File: src/rtl/hbw_pkg.sv
`timescale 1ns/1ps
package hbw_pkg;
   localparam int REG_STRIDE = 4;
   localparam int STRIDE_SH  = 2;

   typedef enum logic [2:0] {
      DEC_NONE,
      DEC_BASE,
      DEC_IDENT,
      DEC_FLAGS,
      DEC_SEC
   } reg_dec_e;
endpackage

File: src/rtl/hbw_regs.sv
`timescale 1ns/1ps
module hbw_regs
   import hbw_pkg::*;
#(
   parameter int NUM_WIN = 3,
   parameter int DW      = 32,
   parameter int AW      = 12
) (
   input  logic                           clk,
   input  logic                           rst_n,
   input  logic                           reg_rd,
   input  logic                           reg_wr,
   input  logic                           reg_full,
   input  logic [AW-1:0]                  reg_addr,
   input  logic [DW-1:0]                  reg_wdata,
   output logic [DW-1:0]                  reg_rdata,
   output logic [NUM_WIN-1:0][DW-1:0]     win_base
);
   localparam int IW        = (NUM_WIN > 1) ? $clog2(NUM_WIN) : 1;
   localparam int BASE_GRP  = 0;
   localparam int IDENT_OFS = BASE_GRP + NUM_WIN * REG_STRIDE;
   localparam int FLAGS_OFS = IDENT_OFS + REG_STRIDE;
   localparam int SEC_GRP   = FLAGS_OFS + REG_STRIDE;
   localparam int MAP_END   = SEC_GRP + NUM_WIN * REG_STRIDE;

   reg_dec_e          dec;
   logic [IW-1:0]     idx;
   logic [AW-1:0]     rel;
   logic              wr_ok;
   logic [DW-1:0]     ident_q;
   logic [DW-1:0]     flags_q;
   logic [NUM_WIN-1:0][DW-1:0] base_q;
   logic [NUM_WIN-1:0][DW-1:0] sec_q;

   // decode of the byte offset into register kind and group index
   always_comb begin
      dec = DEC_NONE;
      rel = '0;
      if (reg_addr[STRIDE_SH-1:0] == '0) begin
         if (reg_addr < AW'(IDENT_OFS)) begin
            dec = DEC_BASE;
            rel = reg_addr - AW'(BASE_GRP);
         end else if (reg_addr == AW'(IDENT_OFS)) begin
            dec = DEC_IDENT;
         end else if (reg_addr == AW'(FLAGS_OFS)) begin
            dec = DEC_FLAGS;
         end else if (reg_addr >= AW'(SEC_GRP) && reg_addr < AW'(MAP_END)) begin
            dec = DEC_SEC;
            rel = reg_addr - AW'(SEC_GRP);
         end
      end
   end

   assign idx   = rel[IW+STRIDE_SH-1:STRIDE_SH];
   assign wr_ok = reg_wr && reg_full;

   for (genvar i = 0; i < NUM_WIN; i++) begin : g_win_regs
      always_ff @(posedge clk or negedge rst_n) begin
         if (!rst_n) begin
            base_q[i] <= '0;
            sec_q[i]  <= '0;
         end else if (wr_ok && idx == IW'(i)) begin
            if (dec == DEC_BASE) base_q[i] <= reg_wdata;
            if (dec == DEC_SEC)  sec_q[i]  <= reg_wdata;
         end
      end
   end

   always_ff @(posedge clk or negedge rst_n) begin
      if (!rst_n) begin
         ident_q <= '0;
         flags_q <= '0;
      end else if (wr_ok) begin
         if (dec == DEC_IDENT) ident_q <= reg_wdata;
         if (dec == DEC_FLAGS) flags_q <= reg_wdata;
      end
   end

   always_comb begin
      reg_rdata = '0;
      if (reg_rd && reg_full) begin
         case (dec)
            DEC_BASE:  reg_rdata = base_q[idx];
            DEC_IDENT: reg_rdata = ident_q;
            DEC_FLAGS: reg_rdata = flags_q;
            DEC_SEC:   reg_rdata = sec_q[idx];
            default:   reg_rdata = '0;
         endcase
      end
   end

   assign win_base = base_q;
endmodule

File: src/rtl/hbw_window.sv
`timescale 1ns/1ps
module hbw_window #(
   parameter int           DW       = 32,
   parameter int           NIB_W    = 4,
   parameter logic [DW-1:0] PRI_SIZE = 32'h1000_0000,
   parameter logic [DW-1:0] ALT_SIZE = 32'h0100_0000
) (
   input  logic          mode_alt,
   input  logic [DW-1:0] base_reg,
   input  logic [DW-1:0] off,
   output logic [DW-1:0] pci_addr,
   output logic          in_range
);
   localparam int          NIB_SH   = DW - NIB_W;
   localparam logic [DW-1:0] ALT_MASK = ~(ALT_SIZE - 1'b1);

   if (ALT_SIZE == '0 || (ALT_SIZE & (ALT_SIZE - 1'b1)) != '0) begin : g_bad_alt
      $error("hbw_window: ALT_SIZE must be a nonzero power of two");
   end
   if (PRI_SIZE == '0 || 64'(PRI_SIZE) > (64'd1 << NIB_SH)) begin : g_bad_pri
      $error("hbw_window: PRI_SIZE must be nonzero and fit below the nibble");
   end

   logic [DW-1:0] size_sel;
   logic [DW-1:0] pri_base;
   logic [DW-1:0] alt_base;
   logic [DW-1:0] base_sel;

   assign pri_base = {base_reg[NIB_W-1:0], {NIB_SH{1'b0}}};
   assign alt_base = base_reg & ALT_MASK;
   assign size_sel = mode_alt ? ALT_SIZE : PRI_SIZE;
   assign base_sel = mode_alt ? alt_base : pri_base;
   assign in_range = (off < size_sel);
   assign pci_addr = in_range ? (base_sel + off) : '0;
endmodule

File: src/rtl/hbw_xlate.sv
`timescale 1ns/1ps
module hbw_xlate #(
   parameter int NUM_WIN = 3,
   parameter int DW      = 32,
   parameter int AW      = 12,
   parameter int NIB_W   = 4,
   parameter logic [NUM_WIN-1:0][DW-1:0] PRI_SIZES =
      {32'h1000_0000, 32'h1000_0000, 32'h0C00_0000},
   parameter logic [NUM_WIN-1:0][DW-1:0] ALT_SIZES =
      {32'h0800_0000, 32'h0400_0000, 32'h0100_0000}
) (
   input  logic                 clk,
   input  logic                 rst_n,
   input  logic                 mode_alt,
   input  logic                 reg_rd,
   input  logic                 reg_wr,
   input  logic                 reg_full,
   input  logic [AW-1:0]        reg_addr,
   input  logic [DW-1:0]        reg_wdata,
   output logic [DW-1:0]        reg_rdata,
   input  logic [((NUM_WIN > 1) ? $clog2(NUM_WIN) : 1)-1:0] xl_win,
   input  logic [DW-1:0]        xl_off,
   output logic [DW-1:0]        xl_addr,
   output logic                 xl_hit
);
   localparam int IW      = (NUM_WIN > 1) ? $clog2(NUM_WIN) : 1;
   localparam int MAP_LEN = (2 * NUM_WIN + 2) * hbw_pkg::REG_STRIDE;

   if (NUM_WIN < 2) begin : g_bad_win
      $error("hbw_xlate: NUM_WIN must be at least 2");
   end
   if (NIB_W < 1 || NIB_W >= DW) begin : g_bad_nib
      $error("hbw_xlate: NIB_W must lie between 1 and DW-1");
   end
   if (MAP_LEN > (1 << AW)) begin : g_bad_aw
      $error("hbw_xlate: AW too narrow for the register map");
   end

   logic [NUM_WIN-1:0][DW-1:0] win_base;
   logic [NUM_WIN-1:0][DW-1:0] win_addr;
   logic [NUM_WIN-1:0]         win_in;

   hbw_regs #(.NUM_WIN(NUM_WIN), .DW(DW), .AW(AW)) u_regs (
      .clk       (clk),
      .rst_n     (rst_n),
      .reg_rd    (reg_rd),
      .reg_wr    (reg_wr),
      .reg_full  (reg_full),
      .reg_addr  (reg_addr),
      .reg_wdata (reg_wdata),
      .reg_rdata (reg_rdata),
      .win_base  (win_base)
   );

   for (genvar i = 0; i < NUM_WIN; i++) begin : g_win
      hbw_window #(
         .DW       (DW),
         .NIB_W    (NIB_W),
         .PRI_SIZE (PRI_SIZES[i]),
         .ALT_SIZE (ALT_SIZES[i])
      ) u_win (
         .mode_alt (mode_alt),
         .base_reg (win_base[i]),
         .off      (xl_off),
         .pci_addr (win_addr[i]),
         .in_range (win_in[i])
      );
   end

   always_comb begin
      xl_addr = '0;
      xl_hit  = 1'b0;
      if (32'(xl_win) < NUM_WIN) begin
         xl_addr = win_addr[xl_win];
         xl_hit  = win_in[xl_win];
      end
   end
endmodule

File: config.mk
export PLATFORM = sky130hd
export DESIGN_NAME = hbw_xlate
export DESIGN_NICKNAME = d
export VERILOG_FILES = /design/src/rtl/hbw_pkg.sv /design/src/rtl/hbw_regs.sv /design/src/rtl/hbw_window.sv /design/src/rtl/hbw_xlate.sv
export SDC_FILE = /design/constraint.sdc
export NUM_CORES = 1
export LEC_CHECK = 0
export BUFFER_PORTS_ARGS = -buffer_cell sky130_fd_sc_hd__buf_2
export CORE_MARGIN = 2
export CORE_UTILIZATION = 50
export DETAILED_ROUTE_END_ITERATION = 8
export PLACE_DENSITY = 0.68
export SETUP_SLACK_MARGIN = 0.02
export SLEW_MARGIN = 20
export SYNTH_ARGS = -nofsm -noshare
export SYNTH_HDL_FRONTEND = slang
export SYNTH_SLANG_ARGS = --single-unit
File: constraint.sdc
create_clock -name clk -period 8.6 [get_ports clk]
set_input_delay 1.72 -clock clk [delete_from_list [all_inputs] [get_ports clk]]
set_output_delay 1.72 -clock clk [all_outputs]
set_load 0.05 [all_outputs]
==> impl_metrics.ini <==
[run_status]
outcome = finished, final reports clean

[grt]
grt_overflow = 0
grt_pass1_wl_um = 55000
grt_pass1_vias = 9628
track_usage = 0.251
antenna_found_initial = 0
grt_max_degree = 191

[synthesis]
ys_seq_area_frac = 0.485
synth_area_leaders = dfrtp_1, mux2_2, mux2i_1, a222oi_1, ha_1
synth_area_um2 = 13200
synth_top_area_share = 0.485
synth_seq_cells = 256
synth_ff_type = dfrtp_1
yosysWarnings = 0
synth.avg_cell_area_um2 = 12.6
postSynth.asyncResetShare = 1.00
synth_nets = 1156
synth_area_leader_cell = dfrtp_1
syn-instance-count = 1044
synth.distinct_cells = 52
synth_edf_count = 0

[detailed_routing]
drt-total-wl_um = 35600
drt_iter0_drc = 670
dr.max_layer_used = met4
routedWlPerCell_um = 23.2
route.detailed.drc = 0
viasPerCell = 6.25
wl_met3_um = 2450
dr.pass1.iters = 5
postRouteAntennaNets = 0
routedLengthMet1_um = 15300
dr_total_vias = 9570
routed-wl-met2_um = 16700

[cts]
clockBufferDepth = 3
clk_pin_slew_ns = 0.06
cts_hold_buf = 0
tritoncts = yes
htreeDepth = 1
clock_latency_ns = 0.53
cts_resized = 0
cts-root-buf = clkbuf_16
clock-sinks = 256
postCtsSetupRepairBufs = 0
cts_buffers = 27

[final_layout]
layout.nets = 1288
syn_to_final_growth_pct = 15.4
drive_gt1_frac = 0.417

[setup_path]
endpoint = reg_rdata[1]
path_max_fanout = 21
cp_slowest_stage_delay_ns = 0.63
cp_cell_sequence = buf_2 > clkinv_1 > buf_4 > ha_1 > or3b_4 > a21oi_1 > buf_4 > and3_1 > buf_4 > a222oi_1 > o221ai_1 > buf_2
reg2reg_depth = 1
worstPathArrival_ns = 5.07
startpoint = reg_addr[3]
path_common_cell = buf_4
rr_endpoint = u_regs.win_base[95]
worst-setup-path-type = in2out
required_ns = 6.88
slowest_stage = and3_1
reg2reg_from = u_regs.win_base[95]
end_kind = output port
r2r_setup_slack_ns = 7.77
cp-start-kind = primary input

[timing]
slew_viol_final = 0
clock_skew_ns = 0
setup_ws_ns = 1.81
tns_ns = 0
whs_ns = 0.489
finalHoldViolCount = 0
grt_setup_unrepaired = false
fmax_mhz = 147
setup_viol = 0
fin_crit_sh = 0.790
max_slew.worst_pin.slew_ns = 1.13
fin_crit_ns = 6.79
slew_headroom = 0.247

[die]
start_util = 0.508
core_um2 = 26000
die_w_um = 167
rows = 59
die_y_um = 167
dieArea_um2 = 27700
ios = 149

[power_and_ir_drop]
max-vdd-ir-drop_mv = 0.143
p_leak_nw = 7.68
powerDensity_nw_per_um2 = 166

[place]
dp_slack_ns = 1.90
numPortBuffers = 148
place.detailed.hpwl_um = 22600
gp_congestion = 0.874

[min_path]
hold_class = reg2reg

[flow_run]
cap_violations = 0
synthesized netlist by cell type, types with 20 or more instances:
cell      number
a211oi_1      20
a222oi_1      32
and3_1        33
mux2i_1       35
inv_1         27
dfrtp_1      256
o21ai_0       28
and4_1        20
mux2_2       257
nor2b_1       27
clkbuf_1      51
a22o_1        32
ha_1          25
o221ai_1      34
cell usage in the layout (no fill, tap or decap), types with 3 or more instances in the layout:
cell       count
mux2_2       257
dfrtp_1      256
buf_2        147
mux2i_1       35
o221ai_1      34
buf_4         34
a22o_1        32
and3_1        32
a222oi_1      32
o21ai_0       28
inv_1         27
clkbuf_16     27
nor2b_1       26
ha_1          25
and4_1        19
a211oi_1      19
o211ai_1      18
nand2_1       17
a21oi_1       12
and2_1        10
xor2_1         9
clkbuf_8       8
xnor2_1        7
nor2_1         6
mux2_1         6
clkbuf_1       6
nand3_1        5
a21o_1         5
nor3_1         3
nand4_1        3
a22oi_1        3
o21bai_1       3
fa_1           3
clkinv_2       3
metrics by stage:
stage	utilization	instances	total power [mW]	instance area, um2
after global placement	0.551	1481	1.38	14300
after floorplan	-	1044	1.29	13200
after global routing	0.587	1529	2.61	15200
final	0.587	1530	2.53	15200
after CTS	0.586	1528	2.55	15200
after detailed placement	0.551	1481	1.38	14300
cells by family after synthesis:
kind of cell,synth area share
xor+xnor,0.0106
buf+inv,0.0369
mux,0.251
fa+ha+maj,0.0282
flops,0.485
compound gates,0.121
simple gates,0.0676
worst min path at each step:
stage | startpoint | to | slack, ns | cells after the start
5_1_grt | u_regs.win_base[71] | u_regs.win_base[71] | 0.49 | 1
3_5_place_dp | u_regs.win_base[71] | u_regs.win_base[71] | 0.47 | 1
2_1_floorplan | u_regs.sec_q[1] | u_regs.sec_q[1] | 0.45 | 1
4_1_cts | u_regs.win_base[71] | u_regs.win_base[71] | 0.49 | 1
3_3_place_gp | u_regs.sec_q[1] | u_regs.sec_q[1] | 0.46 | 1
6_report | u_regs.win_base[71] | u_regs.win_base[71] | 0.49 | 1
report_power, final:
part           internal, mW  total, mW  switching [mW]
Combinational        0.0425      0.150           0.108
Sequential             1.21       1.21         0.00137
Clock                 0.702       1.18           0.473
layout make-up:
class / count / area [um2]
multi-input combinational: 679 / 6370
clock buffer: 41 / 808
fill: 2157 / 10700
sequential: 256 / 6410
tap: 335 / 419
antenna: 1 / 2.50
inverter: 28 / 105
clock inverter: 6 / 82.6
timing repair buffer: 184 / 1050
metal layers:
| metal | vias up | global-route usage |
|---|---|---|
| met5 | - | 0 |
| met4 | 0 | 0.0896 |
| met3 | 65 | 0.0378 |
| met2 | 382 | 0.409 |
| met1 | 4868 | 0.344 |
| li1 | 4255 | - |
state kept, by name, indices dropped and copies added, names as in the netlist:
register / cells
u_regs.sec_q: 96
u_regs.ident_q: 32
u_regs.win_base: 96
u_regs.flags_q: 32
worst max-delay path: cells and delay by family:
family	cells	cell delay, ns
fa+ha+maj	1	0.22
simple gates	2	1.03
compound gates	3	0.75
buf+inv	6	1.34
Note: power is estimated with default switching activity, not from simulation.
